==> config.mk <==
export PLATFORM = sky130hd
export DESIGN_NAME = xlat_walker
export DESIGN_NICKNAME = d
export VERILOG_FILES = /design/src/rtl/xlat_walker_pkg.sv /design/src/rtl/xlat_walker_dp.sv /design/src/rtl/xlat_walker_ctl.sv /design/src/rtl/xlat_walker.sv
export SDC_FILE = /design/constraint.sdc
export NUM_CORES = 1
export LEC_CHECK = 0
export BUFFER_PORTS_ARGS = -buffer_cell sky130_fd_sc_hd__buf_2
export CORE_UTILIZATION = 50
export CTS_CLUSTER_DIAMETER = 50
export DETAILED_ROUTE_END_ITERATION = 7
export PLACE_DENSITY = 0.79
export SYNTH_ARGS = -nofsm -noshare
export SYNTH_HDL_FRONTEND = slang
export SYNTH_SLANG_ARGS = --single-unit
==> constraint.sdc <==
create_clock -name clk -period 3.6 [get_ports clk]
set_input_delay 0.72 -clock clk [delete_from_list [all_inputs] [get_ports clk]]
set_output_delay 0.72 -clock clk [all_outputs]
set_load 0.01 [all_outputs]
==> src/rtl/xlat_walker_pkg.sv <==
package xlat_walker_pkg;

  localparam int WORD_W = 32;
  localparam int KIND_W = 2;
  localparam int ATTR_W = 2;

  localparam logic [KIND_W-1:0] KIND_FAULT = 2'd0;
  localparam logic [KIND_W-1:0] KIND_L1_COARSE = 2'd1;
  localparam logic [KIND_W-1:0] KIND_L1_SECTION = 2'd2;
  localparam logic [KIND_W-1:0] KIND_L1_FINE = 2'd3;

  typedef enum logic [2:0] {
    ST_IDLE,
    ST_L1_REQ,
    ST_L1_WAIT,
    ST_L2_REQ,
    ST_L2_WAIT,
    ST_DONE
  } walkState_t;

  // strobes from control to datapath
  typedef struct packed {
    logic capture;     // latch virtual address and base, clear results
    logic nextLoad;    // latch second-level entry address
    logic resSection;  // commit section result
    logic resPage;     // commit page result
    logic resFault;    // commit fault result
    logic useL2;       // request address mux selects second-level pointer
  } walkCtl_t;

endpackage

==> src/rtl/xlat_walker_dp.sv <==
module xlat_walker_dp
  import xlat_walker_pkg::*;
#(
  parameter bit FINE_EN = 1'b1
) (
  input  logic              clk,
  input  logic              rstN,
  input  walkCtl_t          ctl,
  input  logic [WORD_W-1:0] virtAddr,
  input  logic [WORD_W-1:0] tableBase,
  input  logic [WORD_W-1:0] memRspData,
  output logic [WORD_W-1:0] memReqAddr,
  output logic [KIND_W-1:0] rspKind,
  output logic [WORD_W-1:0] physAddr,
  output logic [ATTR_W-1:0] attrCb,
  output logic              fault
);

  logic [WORD_W-1:0] vaQ;
  logic [WORD_W-1:0] baseQ;
  logic [WORD_W-1:0] nextPtrQ;
  logic [WORD_W-1:0] paQ;
  logic [ATTR_W-1:0] attrQ;
  logic              faultQ;

  logic [WORD_W-1:0] l1Addr;
  logic [WORD_W-1:0] coarseNext;
  logic [WORD_W-1:0] fineNext;
  logic [WORD_W-1:0] nextPtr;
  logic [WORD_W-1:0] sectionPa;
  logic [WORD_W-1:0] pagePa;

  assign rspKind    = memRspData[KIND_W-1:0];
  assign l1Addr     = {baseQ[31:14], vaQ[31:20], 2'b00};
  assign coarseNext = {memRspData[31:10], vaQ[19:12], 2'b00};
  assign sectionPa  = {memRspData[31:20], vaQ[19:0]};

  generate
    if (FINE_EN) begin : gFine
      assign fineNext = {memRspData[31:12], vaQ[19:10], 2'b00};
    end else begin : gNoFine
      assign fineNext = '0;
    end
  endgenerate

  assign nextPtr = (rspKind == KIND_L1_FINE) ? fineNext : coarseNext;

  always_comb begin
    unique case (rspKind)
      2'd1:    pagePa = {memRspData[31:16], vaQ[15:0]};
      2'd2:    pagePa = {memRspData[31:12], vaQ[11:0]};
      2'd3:    pagePa = {memRspData[31:10], vaQ[9:0]};
      default: pagePa = '0;
    endcase
  end

  assign memReqAddr = ctl.useL2 ? nextPtrQ : l1Addr;

  always_ff @(posedge clk) begin
    if (!rstN) begin
      vaQ      <= '0;
      baseQ    <= '0;
      nextPtrQ <= '0;
      paQ      <= '0;
      attrQ    <= '0;
      faultQ   <= 1'b0;
    end else begin
      if (ctl.capture) begin
        vaQ    <= virtAddr;
        baseQ  <= tableBase;
        paQ    <= '0;
        attrQ  <= '0;
        faultQ <= 1'b0;
      end
      if (ctl.nextLoad) begin
        nextPtrQ <= nextPtr;
      end
      if (ctl.resSection) begin
        paQ    <= sectionPa;
        attrQ  <= memRspData[3:2];
        faultQ <= 1'b0;
      end
      if (ctl.resPage) begin
        paQ    <= pagePa;
        attrQ  <= memRspData[3:2];
        faultQ <= 1'b0;
      end
      if (ctl.resFault) begin
        paQ    <= '0;
        attrQ  <= '0;
        faultQ <= 1'b1;
      end
    end
  end

  assign physAddr = paQ;
  assign attrCb   = attrQ;
  assign fault    = faultQ;

endmodule

==> src/rtl/xlat_walker_ctl.sv <==
module xlat_walker_ctl
  import xlat_walker_pkg::*;
#(
  parameter bit FINE_EN = 1'b1
) (
  input  logic              clk,
  input  logic              rstN,
  input  logic              startPulse,
  input  logic              memReqReady,
  input  logic              memRspValid,
  input  logic [KIND_W-1:0] rspKind,
  output walkCtl_t          ctl,
  output logic              memReqValid,
  output logic              busy,
  output logic              done
);

  walkState_t state;
  walkState_t stateNxt;

  always_comb begin
    stateNxt = state;
    ctl      = '0;
    unique case (state)
      ST_IDLE: begin
        if (startPulse) begin
          ctl.capture = 1'b1;
          stateNxt    = ST_L1_REQ;
        end
      end
      ST_L1_REQ: begin
        if (memReqReady) stateNxt = ST_L1_WAIT;
      end
      ST_L1_WAIT: begin
        if (memRspValid) begin
          unique case (rspKind)
            KIND_L1_SECTION: begin
              ctl.resSection = 1'b1;
              stateNxt       = ST_DONE;
            end
            KIND_L1_COARSE: begin
              ctl.nextLoad = 1'b1;
              stateNxt     = ST_L2_REQ;
            end
            KIND_L1_FINE: begin
              if (FINE_EN) begin
                ctl.nextLoad = 1'b1;
                stateNxt     = ST_L2_REQ;
              end else begin
                ctl.resFault = 1'b1;
                stateNxt     = ST_DONE;
              end
            end
            default: begin
              ctl.resFault = 1'b1;
              stateNxt     = ST_DONE;
            end
          endcase
        end
      end
      ST_L2_REQ: begin
        ctl.useL2 = 1'b1;
        if (memReqReady) stateNxt = ST_L2_WAIT;
      end
      ST_L2_WAIT: begin
        if (memRspValid) begin
          if (rspKind == KIND_FAULT) ctl.resFault = 1'b1;
          else                       ctl.resPage  = 1'b1;
          stateNxt = ST_DONE;
        end
      end
      ST_DONE: stateNxt = ST_IDLE;
      default: stateNxt = ST_IDLE;
    endcase
  end

  always_ff @(posedge clk) begin
    if (!rstN) state <= ST_IDLE;
    else       state <= stateNxt;
  end

  assign memReqValid = (state == ST_L1_REQ) || (state == ST_L2_REQ);
  assign busy        = (state != ST_IDLE);
  assign done        = (state == ST_DONE);

endmodule

==> src/rtl/xlat_walker.sv <==
module xlat_walker
  import xlat_walker_pkg::*;
#(
  parameter bit FINE_EN = 1'b1
) (
  input  logic        clk,
  input  logic        rstN,
  input  logic        startPulse,
  input  logic [31:0] virtAddr,
  input  logic [31:0] tableBase,
  output logic        memReqValid,
  input  logic        memReqReady,
  output logic [31:0] memReqAddr,
  input  logic        memRspValid,
  input  logic [31:0] memRspData,
  output logic        busy,
  output logic        done,
  output logic        fault,
  output logic [31:0] physAddr,
  output logic [1:0]  attrCb
);

  walkCtl_t          ctl;
  logic [KIND_W-1:0] rspKind;

  xlat_walker_ctl #(.FINE_EN(FINE_EN)) uCtl (
    .clk         (clk),
    .rstN        (rstN),
    .startPulse  (startPulse),
    .memReqReady (memReqReady),
    .memRspValid (memRspValid),
    .rspKind     (rspKind),
    .ctl         (ctl),
    .memReqValid (memReqValid),
    .busy        (busy),
    .done        (done)
  );

  xlat_walker_dp #(.FINE_EN(FINE_EN)) uDp (
    .clk        (clk),
    .rstN       (rstN),
    .ctl        (ctl),
    .virtAddr   (virtAddr),
    .tableBase  (tableBase),
    .memRspData (memRspData),
    .memReqAddr (memReqAddr),
    .rspKind    (rspKind),
    .physAddr   (physAddr),
    .attrCb     (attrCb),
    .fault      (fault)
  );

endmodule

==> metrics <==
post-layout util 64.3%; Num CTS Buffers 17; RSZ-0062 raised after global routing false; ant diodes 0; drt via density 5.52; drt first pass iters 7; crit path max-delay cell type dfxtp_1; routability-driven placement congestion ratio 0.814; synth warn 0; cts hold-fix bufs 0; Synth area leaders dfxtp_1, nand2_1, a21boi_0, mux2_2, nand3_1; Post-DRT Antenna Nets 0; most frequent cells in the layout nand2_1, buf_2, dfxtp_1, a21boi_0, nand3_1; Max Slew Vio Count 0; most common cell after layout, fill and taps aside nand2_1; Starting Density 51.6%; pwr dens 509 nW/um^2; total grt overflow 0; Port Buf Inserts 148; # rows 37; hold path startpoint uDp.vaQ[21]$_SDFFE_PN0P_; VDD IR-drop max 300 uV; Clock Latency Late Sink 0.50 ns; largest net degree at the start of global routing 74; Buf/Inv on CP 2; clk sink count 118; CP startpoint kind register; Synth top area share 44.1%; die width 105 microns; mean routed wirelength per cell 15.6 microns; Yosys reg bits 118; H-Tree Depth 4; share of layout cells above drive strength 1 32.4%; first-pass GRT wire length 22.0 mm; GR Util All Layers 24.7%; total chip power 3.39 mW; WP data arrival 2.55 ns; cells after synthesis 616; ys flop type dfxtp_1; cells along the critical path nor2b_1 > nand2_1 > buf_12 > mux2_2 > buf_2; nets 835; delay-heaviest family, CP simple AND/OR/NAND/NOR gates; Setup TNS Final 0 ns; drc violations 0; cell area after synthesis 5360 sq um; # IOs 171; Data required, critical path 2.88 ns; sequential area share after synthesis 44.1%; crit path from uCtl.state[0]$_SDFFE_PN0P_; Vias 4,877; pre-CTS setup slack 0.866 ns; CP Max Fanout 16; Post-DP HPWL 9.25 mm; Lkg Pwr 2.87 nW; final worst setup slack 0.325 ns; Final Non-Filler Cells 883; post-CTS sizing 0; Fin. Hold Viols 0; Die Span Y 105 microns; WL final 13.8 mm; MaxCap Viol Count 0; CTS root buffer clkbuf_8; syn_area_per_cell 8.69 sq um; Max-slew headroom 43.3%; crit share post-route 91.0%; Post-synth EDFFs 0; crit path kind reg2out; Distinct cells, synth 41; core area 10,400 sq um; dpl cells 851; source of the worst register-to-register timing path uCtl.state[1]$_SDFFE_PN0P_; post-synth top area cell dfxtp_1; Clock transition at path regs 0.06 ns; vias in the first global route 4,672; initial antenna violation count 0; P&R area growth vs syn 24.5%; Final setup violation count 0; TritonCTS clock tree yes; fmax 0.305 GHz; die area 11,100 sq um; Setup Skew 0.00753 ns; Min-Delay Path Class reg2reg; DR iter-0 viols 377; status finished clean; CP max stage delay 0.58 ns; CP Capture Type output pin; Post-CTS Setup Bufs 0; post-route minimum period 3.27 ns; worst-margin pin slew 0.847 ns; FFs w/ async S/R, synth 0%; Clock Path Buffers 2
logic make-up after synthesis:
group,count (synthesis),share of synthesized area [%]
flops,118,44.1
buf+inv,61,5.86
simple gates,231,18.8
other cells,1,0.0700
compound gates,167,23.2
mux,37,7.76
xor+xnor,1,0.164
final timing paths:
kind	endpoint	slack [ns]	cells after the start
worst max-delay path	memReqAddr[30]	0.33	5
worst min-delay path	uDp.vaQ[21]$_SDFFE_PN0P_	0.45	2
worst max register to register	uDp.nextPtrQ[23]$_SDFFE_PN0P_	1.47	4
worst min register to register	uDp.vaQ[21]$_SDFFE_PN0P_	0.45	2
cells in the mapped netlist (6+ instances only):
| cell type | instances |
|---|---|
| o21ai_0 | 6 |
| mux2_2 | 36 |
| dfxtp_1 | 118 |
| buf_4 | 6 |
| nand2_1 | 154 |
| a21boi_0 | 54 |
| a21boi_1 | 17 |
| clkbuf_1 | 27 |
| o211ai_2 | 10 |
| o211a_1 | 10 |
| nand3_1 | 54 |
| o211ai_1 | 25 |
| buf_2 | 23 |
| a21oi_1 | 34 |
final cells by class:
cell class | instances | area (sq um)
clock buffer | 19 | 442
clock inverter | 13 | 148
fill | 918 | 3700
inverter | 1 | 3.75
multi-input combinational | 438 | 2700
sequential | 118 | 2360
tap | 136 | 170
timing repair buffer | 158 | 841
through the flow:
stage	cell area [sq um]	hold WS [ns]
after floorplan	5360	0.432
after global placement	6080	0.438
after detailed placement	6080	0.445
after CTS	6670	0.439
after global routing	6670	0.454
final	6670	0.450
metal layers:
metal / track usage (%) / wire length (microns)
met2: 41.6 / 6820
met3: 4.64 / 716
met4: 8.13 / 225
met1: 31.8 / 6020
met5: 0 / 0
state kept, by name, summed over array words and instances, names as in the netlist:
register and count:
uCtl.state 3, uDp.attrCb 2, uDp.baseQ 18, uDp.fault 1, uDp.nextPtrQ 30, uDp.physAddr 32
uDp.vaQ 32
report_power, final:
part           internal (mW)  total [mW]  switching, mW  leakage, nW
registers               1.36        1.39         0.0355        0.959
logic                  0.145       0.364          0.219         1.63
clock network           1.03        1.64          0.610        0.277
total                   2.53        3.39          0.864         2.87
tightest hold or removal path, cell delays in order (launching register included):
cell and delay (ns):
dfxtp_1 0.30, nand2_1 0.05, a21boi_1 0.05
Power figures use the tool's default switching activity.
